<file path="src/rtl/lt_pkg.sv">
package lt_pkg;

    // Bit position of the tick-granular count inside the 32-bit word
    localparam int unsigned CNT_LSB = 9;

    typedef enum logic [1:0] {
        WSEL_LIMIT      = 2'd0,   // offset 0x0: limit, restart on write
        WSEL_COUNT      = 2'd1,   // offset 0x4: count and flag
        WSEL_LIMIT_KEEP = 2'd2,   // offset 0x8: limit, count kept
        WSEL_NONE       = 2'd3    // everything else
    } wsel_e;

    function automatic wsel_e word_sel(input int unsigned widx);
        case (widx)
            0:       return WSEL_LIMIT;
            1:       return WSEL_COUNT;
            2:       return WSEL_LIMIT_KEEP;
            default: return WSEL_NONE;
        endcase
    endfunction

endpackage

</file>
<file path="src/rtl/lt_tick_gen.sv">
module lt_tick_gen #(
    parameter int unsigned DIV = 125
) (
    input  logic clk,
    input  logic rst_n,
    input  logic clr_i,
    output logic tick_o
);
    localparam int unsigned PW = (DIV > 1) ? $clog2(DIV) : 1;
    localparam logic [PW-1:0] LAST = PW'(DIV - 1);

    typedef struct packed {
        logic [PW-1:0] cnt;
    } tick_st_t;

    tick_st_t q, d;

    always_comb begin
        d = q;
        if (clr_i || q.cnt == LAST) d.cnt = '0;
        else                        d.cnt = q.cnt + PW'(1);
    end

    always_ff @(posedge clk or negedge rst_n) begin
        if (!rst_n) q <= '0;
        else        q <= d;
    end

    assign tick_o = (q.cnt == LAST);

    generate
        if (DIV > 1) begin : g_gap_chk
            AST_TICK_GAP: assert property (@(posedge clk) disable iff (!rst_n)
                tick_o |=> !tick_o) else $error("tick on consecutive cycles");
        end
    endgenerate

endmodule

</file>
<file path="src/rtl/lt_core.sv">
module lt_core #(
    parameter int unsigned CNT_W = 22
) (
    input  logic             clk,
    input  logic             rst_n,
    input  logic             tick_i,
    input  logic             lim_wr_i,
    input  logic             soft_wr_i,
    input  logic             lim_rd_i,
    input  logic [CNT_W-1:0] wval_i,
    output logic [CNT_W-1:0] cnt_o,
    output logic [CNT_W-1:0] lim_o,
    output logic             flag_o
);
    localparam logic [CNT_W-1:0] CNT_MAX = {CNT_W{1'b1}};

    typedef struct packed {
        logic [CNT_W-1:0] cnt;
        logic [CNT_W-1:0] lim;
        logic             flag;
    } core_st_t;

    core_st_t         q, d;
    logic [CNT_W-1:0] eff_lim;
    logic [CNT_W:0]   inc;
    logic             wrap;

    always_comb begin
        eff_lim = (q.lim == '0) ? CNT_MAX : q.lim;
        inc     = {1'b0, q.cnt} + (CNT_W+1)'(1);
        wrap    = tick_i && (inc >= {1'b0, eff_lim});

        d = q;
        if (lim_rd_i) d.flag = 1'b0;
        if (tick_i) begin
            if (wrap) begin
                d.cnt  = '0;
                d.flag = 1'b1;
            end else begin
                d.cnt  = inc[CNT_W-1:0];
            end
        end
        if (soft_wr_i) d.lim = wval_i;
        if (lim_wr_i) begin
            d.lim  = wval_i;
            d.cnt  = '0;
            d.flag = 1'b0;
        end
    end

    always_ff @(posedge clk or negedge rst_n) begin
        if (!rst_n) q <= '0;
        else        q <= d;
    end

    assign cnt_o  = q.cnt;
    assign lim_o  = q.lim;
    assign flag_o = q.flag;

    AST_CNT_STEP: assert property (@(posedge clk) disable iff (!rst_n)
        tick_i && !lim_wr_i |=> (q.cnt == $past(q.cnt) + CNT_W'(1)) || (q.cnt == '0))
        else $error("count skipped");
    AST_CNT_HOLD: assert property (@(posedge clk) disable iff (!rst_n)
        !tick_i && !lim_wr_i |=> $stable(q.cnt)) else $error("count moved without tick");
    AST_WRAP_FLAG: assert property (@(posedge clk) disable iff (!rst_n)
        tick_i && !lim_wr_i |=> (q.cnt != '0) || q.flag) else $error("wrap without flag");
    AST_ACK_CLEAR: assert property (@(posedge clk) disable iff (!rst_n)
        lim_rd_i && !tick_i |=> !q.flag) else $error("ack left flag set");
    AST_RESTART: assert property (@(posedge clk) disable iff (!rst_n)
        lim_wr_i |=> (q.cnt == '0) && !q.flag) else $error("restart incomplete");
    AST_KEEP_FLAG: assert property (@(posedge clk) disable iff (!rst_n)
        soft_wr_i && !lim_wr_i && !lim_rd_i |=> q.flag || !$past(q.flag))
        else $error("keep write dropped flag");
    AST_BELOW_MAX: assert property (@(posedge clk) disable iff (!rst_n)
        q.cnt != CNT_MAX) else $error("count reached wrap value");

endmodule

</file>
<file path="src/rtl/lt_regif.sv">
module lt_regif #(
    parameter int unsigned ADDR_W = 4,
    parameter int unsigned DATA_W = 32,
    parameter int unsigned CNT_W  = 22
) (
    input  logic              clk,
    input  logic              rst_n,
    input  logic              rd_en_i,
    input  logic              wr_en_i,
    input  logic [ADDR_W-1:0] addr_i,
    input  logic [DATA_W-1:0] wdata_i,
    input  logic [CNT_W-1:0]  cnt_i,
    input  logic [CNT_W-1:0]  lim_i,
    input  logic              flag_i,
    output logic              lim_wr_o,
    output logic              soft_wr_o,
    output logic              lim_rd_o,
    output logic [CNT_W-1:0]  wval_o,
    output logic [DATA_W-1:0] rdata_o
);
    import lt_pkg::*;

    localparam int unsigned FLD_HI = CNT_LSB + CNT_W;

    typedef struct packed {
        logic [DATA_W-1:0] rdata;
    } rif_st_t;

    rif_st_t q, d;
    wsel_e   sel;
    logic    unused_bits;

    assign sel         = word_sel(32'(addr_i[ADDR_W-1:2]));
    assign lim_wr_o    = wr_en_i && (sel == WSEL_LIMIT);
    assign soft_wr_o   = wr_en_i && (sel == WSEL_LIMIT_KEEP);
    assign lim_rd_o    = rd_en_i && (sel == WSEL_LIMIT);
    assign wval_o      = wdata_i[CNT_LSB +: CNT_W];
    assign unused_bits = ^{wdata_i[CNT_LSB-1:0], wdata_i[DATA_W-1:FLD_HI], addr_i[1:0]};

    always_comb begin
        d = q;
        if (rd_en_i) begin
            d.rdata = '0;
            case (sel)
                WSEL_LIMIT: d.rdata[CNT_LSB +: CNT_W] = lim_i;
                WSEL_COUNT: begin
                    d.rdata[CNT_LSB +: CNT_W] = cnt_i;
                    d.rdata[DATA_W-1]         = flag_i;
                end
                default: ;
            endcase
        end
    end

    always_ff @(posedge clk or negedge rst_n) begin
        if (!rst_n) q <= '0;
        else        q <= d;
    end

    assign rdata_o = q.rdata;

    AST_RDATA_HOLD: assert property (@(posedge clk) disable iff (!rst_n)
        !rd_en_i |=> $stable(rdata_o)) else $error("read data changed idle");
    AST_UNMAPPED_ZERO: assert property (@(posedge clk) disable iff (!rst_n)
        rd_en_i && (sel == WSEL_NONE) |=> rdata_o == '0) else $error("unmapped read nonzero");

endmodule

</file>
<file path="src/rtl/lim_timer.sv">
module lim_timer #(
    parameter int unsigned TICK_DIV = 125,
    parameter int unsigned CNT_W    = 22,
    parameter int unsigned ADDR_W   = 4,
    parameter int unsigned DATA_W   = 32
) (
    input  logic              clk,
    input  logic              rst_n,
    input  logic              rd_en,
    input  logic              wr_en,
    input  logic [ADDR_W-1:0] addr,
    input  logic [DATA_W-1:0] wdata,
    output logic [DATA_W-1:0] rdata,
    output logic              irq
);
    logic             tick;
    logic             lim_wr;
    logic             soft_wr;
    logic             lim_rd;
    logic [CNT_W-1:0] wval;
    logic [CNT_W-1:0] cnt;
    logic [CNT_W-1:0] lim;
    logic             flag;

    lt_tick_gen #(.DIV(TICK_DIV)) i_tick (
        .clk    (clk),
        .rst_n  (rst_n),
        .clr_i  (lim_wr),
        .tick_o (tick)
    );

    lt_core #(.CNT_W(CNT_W)) i_core (
        .clk       (clk),
        .rst_n     (rst_n),
        .tick_i    (tick),
        .lim_wr_i  (lim_wr),
        .soft_wr_i (soft_wr),
        .lim_rd_i  (lim_rd),
        .wval_i    (wval),
        .cnt_o     (cnt),
        .lim_o     (lim),
        .flag_o    (flag)
    );

    lt_regif #(.ADDR_W(ADDR_W), .DATA_W(DATA_W), .CNT_W(CNT_W)) i_regif (
        .clk       (clk),
        .rst_n     (rst_n),
        .rd_en_i   (rd_en),
        .wr_en_i   (wr_en),
        .addr_i    (addr),
        .wdata_i   (wdata),
        .cnt_i     (cnt),
        .lim_i     (lim),
        .flag_i    (flag),
        .lim_wr_o  (lim_wr),
        .soft_wr_o (soft_wr),
        .lim_rd_o  (lim_rd),
        .wval_o    (wval),
        .rdata_o   (rdata)
    );

    assign irq = flag;

endmodule

</file>
<file path="config.mk">
export PLATFORM = sky130hd
export DESIGN_NAME = lim_timer
export DESIGN_NICKNAME = d
export VERILOG_FILES = /design/src/rtl/lt_pkg.sv /design/src/rtl/lt_tick_gen.sv /design/src/rtl/lt_core.sv /design/src/rtl/lt_regif.sv /design/src/rtl/lim_timer.sv
export SDC_FILE = /design/constraint.sdc
export NUM_CORES = 1
export LEC_CHECK = 0
export BUFFER_PORTS_ARGS = -buffer_cell sky130_fd_sc_hd__buf_2
export CAP_MARGIN = 40
export CORE_ASPECT_RATIO = 1.1
export CORE_MARGIN = 1
export CORE_UTILIZATION = 57
export DETAILED_ROUTE_END_ITERATION = 16
export HOLD_SLACK_MARGIN = 0.15
export PLACE_DENSITY = 0.81
export SYNTH_ARGS = -nofsm -noshare
export SYNTH_HDL_FRONTEND = slang
export SYNTH_SLANG_ARGS = --single-unit
export TNS_END_PERCENT = 1
</file>
<file path="constraint.sdc">
create_clock -name clk -period 3.65 [get_ports clk]
set_input_delay 0.365 -clock clk [delete_from_list [all_inputs] [get_ports clk]]
set_output_delay 0.365 -clock clk [all_outputs]
set_load 0.02 [all_outputs]
</file>
==> results of run 1 <==
==> how the worst min path moves through the flow <==
stage                       endpoint  slack [ns]  depth (start not counted)
CTS                 i_core.lim_o[13]        0.22                          2
floorplan            i_core.cnt_o[0]        0.07                          0
global route        i_core.lim_o[13]        0.23                          2
global placement         i_tick.q[0]        0.50                          1
finish              i_core.lim_o[13]        0.22                          2
detailed placement       i_tick.q[3]        0.35                          1
==> cell usage in the layout, fill, tap and decap left out, drive strengths merged, types with 2 or more instances in the layout <==
cell type  Yosys  final
and2           4      4
ha            25     25
a21o           2      2
o21ai          8      8
and4           3      3
clkbuf        17     14
buf           15     66
dfrtp         75     75
xnor2         14     14
mux2i         23     23
nor2          39     39
inv           28     28
xor2           8      8
nor2b          2      2
o22ai         22     22
mux2          22     22
conb           1      9
nand4         10     10
a32o          16     16
or2            4      4
a21oi         11     11
o211ai         3      3
nor4           8      8
nand2         26     26
and3           6      6
nand3         16     16
==> worst max-delay path: cells and delay by family (launching register included) <==
| kind | cells | cell delay [ns] |
|---|---|---|
| adders and majority gates | 1 | 0.31 |
| muxes | 1 | 0.09 |
| buffers and inverters | 2 | 0.41 |
| DFF | 1 | 0.42 |
| AOI/OAI and AO/OA | 1 | 0.17 |
| and+or+nand+nor | 7 | 1.91 |
==> stage by stage <==
stage / instances / worst slack [ns]
after floorplan: 427 / 0.3395
after global routing: 563 / 0.05197
after CTS: 562 / 0.1996
final: 563 / 0.2159
after detailed placement: 545 / 0.2777
after global placement: 544 / 0.3602
==> state kept, by name (all words and copies together) (netlist names) <==
register         cells
i_core.flag_o        1
i_tick.q             7
i_core.cnt_o        22
i_core.lim_o        22
i_regif.rdata_o     23
==> cell type report <==
| class | count | share of cell area, % |
|---|---|---|
| multi-input cells | 292 | 44.50 |
| clock inverters | 2 | 0.7252 |
| flip-flops and latches | 75 | 38.85 |
| clock buffers | 14 | 3.160 |
| inverters | 28 | 2.176 |
| well taps | 85 | 2.202 |
| repair buffers | 67 | 8.392 |
==> cell families after synthesis <==
group,Yosys count,synth area share [%]
AOI/OAI and AO/OA,69,11.39
xor gates and xnor gates,22,4.487
adders and majority gates,25,7.284
buffers and inverters,60,7.139
DFF,75,43.71
muxes,45,11.13
other,1,0.08733
and+or+nand+nor,122,14.77
==> report_power, final <==
group,internal [uW],switching (uW),total (uW)
Combinational,139,174,313
Sequential,908,85.5,994
Clock,335,301,636
==> per-layer routing <==
metal	vias to the layer above	wire length (um)	global-route usage [%]
met4	0	376	18.22
met2	133	4860	44.65
li1	1599	-	-
met1	1634	4142	33.96
met3	37	537	4.678
met5	-	0	0
==> timing repair <==
| item | CTS | global route |
|---|---|---|
| buffers inserted | 0 | 1 |
| endpoints found under the setup margin | 0 | 18 |
| hold buffers | 1 | 0 |
| hold endpoints to repair | 35 | 0 |
==> results.cfg, run 1 <==
[final_layout]
diodes = 0
drive_gt1_share_pct = 24.06
register_area_um2 = 1877
num-nets-final = 538
final_util_pct = 67.41
final_cell_area_um2 = 4831
multi_input_area_um2 = 2150
area_growth_pct = 12.50
fillers = 555

[clocking]
cts_buffer_depth = 2
path_clk_slew_ns = 0.07
h-tree-depth = 3
cts_sinks = 75
insertion_delay_ns = 0.37
cts_buffers = 9
cts_tree = done
ctsResizeCount = 0
clock-root-buffer = clkbuf_8

[routing]
drc_errors = 3
dr_total_vias = 3403
vias_per_cell = 6.044
ant_nets = 0
wl_um = 9916
first_iter_violations = 233
drt_pass1_iterations = 13
detail_route.wl_per_cell_um = 17.61

[pwr]
vdd.ir_drop.worst_uv = 222.7
p_leak_uw = 0.002391
power_density_nw_per_um2 = 402.2
totalPowerFinal_uw = 1943

[yosys]
synth_ff_type = dfrtp_1
synthMostInstantiatedCell = dfrtp_1
synthTopCellsByCount = 75 x dfrtp_1, 39 x nor2_1, 28 x inv_1, 26 x nand2_1, 25 x ha_1
yosysSeqAreaShare_pct = 43.71
synth_cells = 419
synth_edf_count = 0
synthTopCellsByArea = dfrtp_1 44%, ha_1 7.3%, mux2_2 5.8%
postSynth.asyncResetShare_pct = 100.0
synth.distinct_cells = 48
yosys_warnings = 0
ys_ff_latch = 75
synth_top_cell_by_area = dfrtp_1
synth.top_cell.area_share_pct = 43.71
syn_area_um2 = 4294
synth.avg_cell_area_um2 = 10.25

[setup_path]
rr_startpoint = i_core.lim_o[11]
crit_chain = or4_1 > nor4_2 > buf_4 > nor2_1 > ha_1 > nand2_1 > nor4_1 > nand2_1 > and4b_1 > buf_12 > a31oi_1 > mux2i_1
regToRegEndpoint = i_core.cnt_o[2]
r2r_slack_ns = 0.22
endpoint_kind = register
startpoint_type = register
cp-startpoint = i_core.lim_o[11]
cp_common_cell = nand2_1
critPathKind = reg -> reg
rr_worst_depth = 12
required_ns = 3.90
cp_max_fo = 24
arrival_ns = 3.68
cpMaxStageDelayCell = or4_1
slowest_delay_ns = 0.58
worstSetupEndpoint = i_core.cnt_o[2]

[grt]
grt_max_degree = 41
antenna_found_initial = 0
first_global_vias = 3495
grt_pass1_wl_um = 16640
grt_overflow = 0
grt_usage_pct = 27.50

[timing]
finalCritPeriodShare_pct = 94.08
hold_ws_ns = 0.2215
worst_pin_slew_ns = 0.8536
fin_worst_skew_ns = 0.007861
max-slew-margin-rel_pct = 42.95
hold_violations = 0
fmax_mhz = 291.2
rsz0062_at_grt = no
final-max-slew-violation-count = 0
finalCriticalPeriod_ns = 3.434
setup_viol_count_final = 0
setup_tns_ns = 0

[floorplanning]
start_util_pct = 59.92
rows = 32
die_w_um = 84.76
fp.dieH_um = 93.03
die-area_um2 = 7885
core-area_um2 = 7167
ios = 73

[placed_design]
place_hpwl_um = 6889
gp_congestion = 0.8676
placed_cell_area_um2 = 4626
io_buffers = 51

[job]
max_cap_violations = 0

[run_status]
status = finished with violations
violations = DRC

[min_path]
hp-class = in -> reg
min-delay-start = wdata[22]
Note: power is estimated with default switching activity, not from simulation.
==> run 2, diff against run 1 <==
- ABC_AREA: not set -> 1
- CTS_BUF_LIST: not set -> sky130_fd_sc_hd__clkbuf_16
- PLACE_DENSITY: 0.81 -> 0.8
==> run 2 against run 1 <==
The flow now finishes without violations. Global-route usage is 0.16 points lower. Die area is 4.0% higher. Synthesized cell count is 41% higher. Clock skew is 0.0016 ns higher. Synthesized area is 4.1% higher. Setup slack better by 0.20 ns. Final cell count is 33% higher. Utilization is 0.49 points higher. Sequential power is 4.5% lower. Critical endpoint is now i_core.cnt_o[10].
==> results.cfg, run 2 <==
[run_status]
status = completed

[pwr]
pwr-share-seq_pct = 44.1
power_frac_clock_pct = 40.6
power_switching_uw = 608.8
power_density_nw_per_um2 = 422.2
p_leak_uw = 0.002870
pwr-share-comb_pct = 15.3
p_int_uw = 1545
switching_share_pct = 28.26
vdd.ir_drop.worst_uv = 273.1

[yosys]
postSynth.asyncResetShare_pct = 100.0
synth_edf_count = 0
synth.avg_cell_area_um2 = 7.590
synth.top_cell.area_share_pct = 41.98
synth_top_cell_by_area = dfrtp_1
synthTopCellsByCount = 186 x nand2_1, 95 x inv_1, 75 x dfrtp_1, 44 x nor2_1, 27 x o21ai_0
ys_ff_latch = 75
synth_cells = 589
synth.distinct_cells = 38
synthTopCellsByArea = dfrtp_1 42%, nand2_1 16%, inv_1 8.0%
synthMostInstantiatedCell = nand2_1
yosysSeqAreaShare_pct = 41.98
synth_ff_type = dfrtp_1
yosys_warnings = 0
syn_area_um2 = 4471

[floorplanning]
rows = 33
core-area_um2 = 7515
die_w_um = 86.44
die-area_um2 = 8202
start_util_pct = 59.49
fp.dieH_um = 94.89
ios = 73

[setup_path]
cpMaxStageDelayCell = dfrtp_1
cpLargestDelayFamily = simple AND/OR/NAND/NOR gates
crit_buf_inv = 3
cp_max_fo = 15
cp_common_cell = nand2_1
endpoint_kind = register
slowest_delay_ns = 0.37
crit_chain = inv_1 > nand4_1 > nor4_1 > nand4_1 > buf_4 > nand2_1 > inv_1 > ha_1 > nand2_1 > nor2_1 > nand2_1 > nand2_1 > nand2_1 > nand2_1 > nand2_1 > nand2_1 > nand2_2 > nand2_4 > nand2_4 > nand2_1 > nand2_1
required_ns = 3.87
critPathKind = reg -> reg
startpoint_type = register
arrival_ns = 3.45

[routing]
ant_nets = 0
first_iter_violations = 280
drc_errors = 0
drt_pass1_iterations = 6
detail_route.wl_per_cell_um = 14.00
vias_per_cell = 5.326
dr_total_vias = 3984
wl_um = 10470

[timing]
worst_pin_slew_ns = 0.7824
setup_tns_ns = 0
fmax_mhz = 309.4
fin_worst_skew_ns = 0.009485
rsz0062_at_grt = no
finalCriticalPeriod_ns = 3.232
final-max-slew-violation-count = 0
hold_violations = 0
setup_viol_count_final = 0
finalCritPeriodShare_pct = 88.55
setup_slack_ns = 0.4180
max-slew-margin-rel_pct = 47.72

[placed_design]
gp_congestion = 0.9010
place_hpwl_um = 7789
dp_slack_ns = 0.4413
io_buffers = 51

[grt]
grt_max_degree = 50
grt_pass1_wl_um = 17240
grt_usage_pct = 27.34
first_global_vias = 3606
grt_overflow = 0
antenna_found_initial = 0

[final_layout]
largest_register_ffs = 23
drive_gt1_share_pct = 13.84
final_cell_mix = 186 x nand2_1, 97 x inv_1, 75 x dfrtp_1
final_common_cell = nand2_1
final_util_pct = 67.90
num-nets-final = 703
diodes = 0
area_growth_pct = 14.13
fillers = 624

[clocking]
cts_tree = done
cts_buffer_depth = 2
clock-root-buffer = clkbuf_16
insertion_delay_ns = 0.34
h-tree-depth = 3
path_clk_slew_ns = 0.06
cts_buffers = 9
ctsResizeCount = 0
cts_sinks = 75
postCtsHoldBufs = 1
post-cts-setup-buffers = 0

[job]
max_cap_violations = 0

[min_path]
hp-class = in -> reg
## run 2: cell count changes after synthesis, moves of 6 or more
cell and change:
o211ai_1 +6, o21ai_0 +20, mux2i_1 -23, inv_1 +67
nand3_1 +7, nand2_1 +160, xnor2_1 -14, a32o_1 -14
mux2_2 -22, o221ai_1 +13, o22ai_1 -22
## run 2: cell type report
| type | count | area [um2] | area share (%) |
|---|---|---|---|
| clock inverter | 7 | 71.32 | 1.398 |
| tap | 105 | 131.4 | 2.575 |
| timing repair buffer | 56 | 317.8 | 6.229 |
| sequential | 75 | 1877 | 36.78 |
| clock buffer | 9 | 225.2 | 4.414 |
| inverter | 98 | 367.9 | 7.209 |
| multi-input combinational | 398 | 2112 | 41.39 |
## run 2: power by group through the flow
stage / logic [uW] / clock network (uW) / registers (uW)
after floorplan: 209 / 0 / 973
after global placement: 308 / 0 / 958
after detailed placement: 325 / 0 / 961
after CTS: 330 / 882 / 947
after global routing: 374 / 912 / 957
final: 330 / 875 / 949
## run 2: through the flow
stage / instance area [um2] / hold WS [ns] / std cells / total power, uW
2_1_floorplan: 4501 / 0.06941 / 597 / 1182
3_3_place_gp: 4768 / 0.4713 / 730 / 1267
3_5_place_dp: 4796 / 0.3100 / 731 / 1286
4_1_cts: 5102 / 0.2326 / 748 / 2160
5_1_grt: 5102 / 0.2477 / 748 / 2243
6_report: 5102 / 0.2319 / 748 / 2154
## run 2: cells by family after synthesis
group | count (synthesis) | synth area share (%)
xor gates and xnor gates | 12 | 2.351
AOI/OAI and AO/OA | 67 | 9.656
other | 1 | 0.08388
and+or+nand+nor | 285 | 27.48
buffers and inverters | 124 | 11.45
DFF | 75 | 41.98
adders and majority gates | 25 | 6.997
## run 2: routing by layer
metal / share of wire, % / global-route usage [%]
met1: 46 / 38.31
met2: 47 / 43.52
met3: 5.6 / 4.720
met4: 1.3 / 7.917
met5: 0 / 0
## run 2: final timing paths
check | startpoint | endpoint | slack (ns) | depth (start not counted)
hold / removal | wdata[15] | i_core.lim_o[6] | 0.23 | 3
setup / recovery | i_core.lim_o[0] | i_core.cnt_o[10] | 0.42 | 21
min in group asynchronous | rst_n | i_tick.q[1] | 0.48 | 2
max in group asynchronous | rst_n | i_regif.rdata_o[21] | 2.59 | 3
hold reg to reg | i_tick.q[0] | i_tick.q[0] | 0.49 | 1
setup reg to reg | i_core.lim_o[0] | i_core.cnt_o[10] | 0.42 | 21
## run 2: worst register-to-register path: stages (launching register included)
cell and delay [ns]:
dfrtp_1 0.37, inv_1 0.13, nand4_1 0.13, nor4_1 0.35, nand4_1 0.35, buf_4 0.32, nand2_1 0.09, inv_1 0.05
ha_1 0.29, nand2_1 0.07, nor2_1 0.18, nand2_1 0.07, nand2_1 0.07, nand2_1 0.05, nand2_1 0.05, nand2_1 0.04
nand2_1 0.06, nand2_2 0.06, nand2_4 0.10, nand2_4 0.13, nand2_1 0.10, nand2_1 0.05
==> run 3, diff against run 2 <==
- CTS_BUF_LIST: sky130_fd_sc_hd__clkbuf_16 -> not set
==> run 3 against run 2 <==
Die area stayed put. Sequential cell count stayed put. First-iteration DRC count is 5.0% lower. Combinational power hardly changed. Final area is 2.0% lower. Clock-buffer cell count is 2 higher. Sequential share of layout area is 0.75 points higher. Highest routed layer unchanged.
==> results.cfg, run 3 (synthesized netlist as in run 2, its figures left out) <==
[run_status]
status = completed

[timing]
setup_tns_ns = 0
setup_viol_count_final = 0
rsz0062_at_grt = no
worst_pin_slew_ns = 0.7874
fmax_mhz = 306.5
finalCritPeriodShare_pct = 89.37
finalCriticalPeriod_ns = 3.262
setup_slack_ns = 0.3878
fin_worst_skew_ns = 0.01284
max-slew-margin-rel_pct = 47.38
hold_violations = 0
final-max-slew-violation-count = 0

[setup_path]
arrival_ns = 3.51
cp_max_fo = 15
startpoint_type = register
endpoint_kind = register
required_ns = 3.90
critPathKind = reg -> reg

[final_layout]
final_util_pct = 66.55
num-nets-final = 703
largest_register_ffs = 23
drive_gt1_share_pct = 13.84
final_cell_mix = 186 x nand2_1, 95 x inv_1, 75 x dfrtp_1
final_cell_area_um2 = 5001
diodes = 0
final_common_cell = nand2_1
area_growth_pct = 11.87

[grt]
grt_pass1_wl_um = 16920
grt_util_met2_pct = 41.87
first_global_vias = 3536
antenna_found_initial = 0
met1_usage_pct = 37.81
grtUsageMet3_pct = 5.070
gr-max-usage-layer = met2
grt_usage_pct = 26.81
grt_max_degree = 50
grt_overflow = 0

[job]
max_cap_violations = 0

[routing]
detail_route.wl_per_cell_um = 13.72
dr_total_vias = 3930
first_iter_violations = 266
drc_errors = 0
vias_per_cell = 5.254
ant_nets = 0
drt_pass1_iterations = 7
wl_um = 10270

[clocking]
cts_sinks = 75
clock-root-buffer = clkbuf_8
cts_tree = done
cts_buffers = 9
cts_buffer_depth = 2
ctsResizeCount = 0
insertion_delay_ns = 0.36
post-cts-setup-buffers = 0
path_clk_slew_ns = 0.09
postCtsHoldBufs = 1
h-tree-depth = 3

[pwr]
p_leak_uw = 0.002815
power_density_nw_per_um2 = 383.8
vdd.ir_drop.worst_uv = 253.7

[placed_design]
placed_cell_area_um2 = 4796
io_buffers = 51
dp_slack_ns = 0.4413
place_hpwl_um = 7789
gp_congestion = 0.9010

[floorplanning]
fp.dieH_um = 94.89
start_util_pct = 59.49
core-area_um2 = 7515
rows = 33
die_w_um = 86.44
ios = 73
die-area_um2 = 8202

[min_path]
hp-class = in -> reg
==> run 3: cell count changes in the layout (fill, tap and decap cells not counted), sizes merged <==
| cell | before | now |
|---|---|---|
| clkbuf | 9 | 11 |
| inv | 100 | 98 |
==> run 3: through the flow <==
| stage | std cells | hold slack (ns) | power [uW] |
|---|---|---|---|
| final | 748 | 0.2027 | 1919 |
| after global routing | 748 | 0.2178 | 2003 |
| after CTS | 748 | 0.2063 | 1923 |
| after detailed placement | 731 | 0.3100 | 1286 |
| after global placement | 730 | 0.4713 | 1267 |
| after floorplan | 597 | 0.06941 | 1182 |
==> run 3: layer usage <==
layer,share of wire (%),vias to the layer above
li1,-,1933
met1,46,1851
met2,46,130
met3,5.6,16
met4,1.9,0
met5,0,-
==> run 3: final timing paths <==
path,cells after the start,to,slack (ns),startpoint
worst max-delay path,21,i_core.cnt_o[16],0.39,i_core.lim_o[0]
worst min-delay path,3,i_core.lim_o[0],0.20,wdata[9]
worst max register to register,21,i_core.cnt_o[16],0.39,i_core.lim_o[0]
worst min register to register,1,i_tick.q[0],0.49,i_tick.q[0]
max in group asynchronous,3,i_core.lim_o[20],2.63,rst_n
min in group asynchronous,2,i_tick.q[1],0.45,rst_n
==> run 3: worst max-delay path, stage by stage, from the launching register on <==
cell and delay, ns:
dfrtp_1 0.38, inv_1 0.13, nand4_1 0.13, nor4_1 0.36, nand4_1 0.36, buf_4 0.32
nand2_1 0.08, inv_1 0.04, ha_1 0.29, nand2_1 0.07, nor2_1 0.18, nand2_1 0.08
nand2_1 0.07, nand2_1 0.05, nand2_1 0.05, nand2_1 0.04, nand2_1 0.06, nand2_2 0.06
nand2_4 0.09, nand2_4 0.13, nand2_1 0.10, nand2_1 0.05
==> run 3: cell type report <==
cell class                 count  area, um2
tap                          105      131.4
multi-input combinational    398       2112
sequential                    75       1877
inverter                      98      367.9
clock inverter                 5      63.81
timing repair buffer          56      317.8
fill                         638       2514
clock buffer                  11      131.4
==> run 3: where the power goes <==
group,total [uW],internal [uW],switching [uW],leakage (uW)
logic,330,113,217,0.00173
clock network,643,320,323,0.0000937
registers,947,904,43.5,0.000995
total,1920,1340,583,0.00282
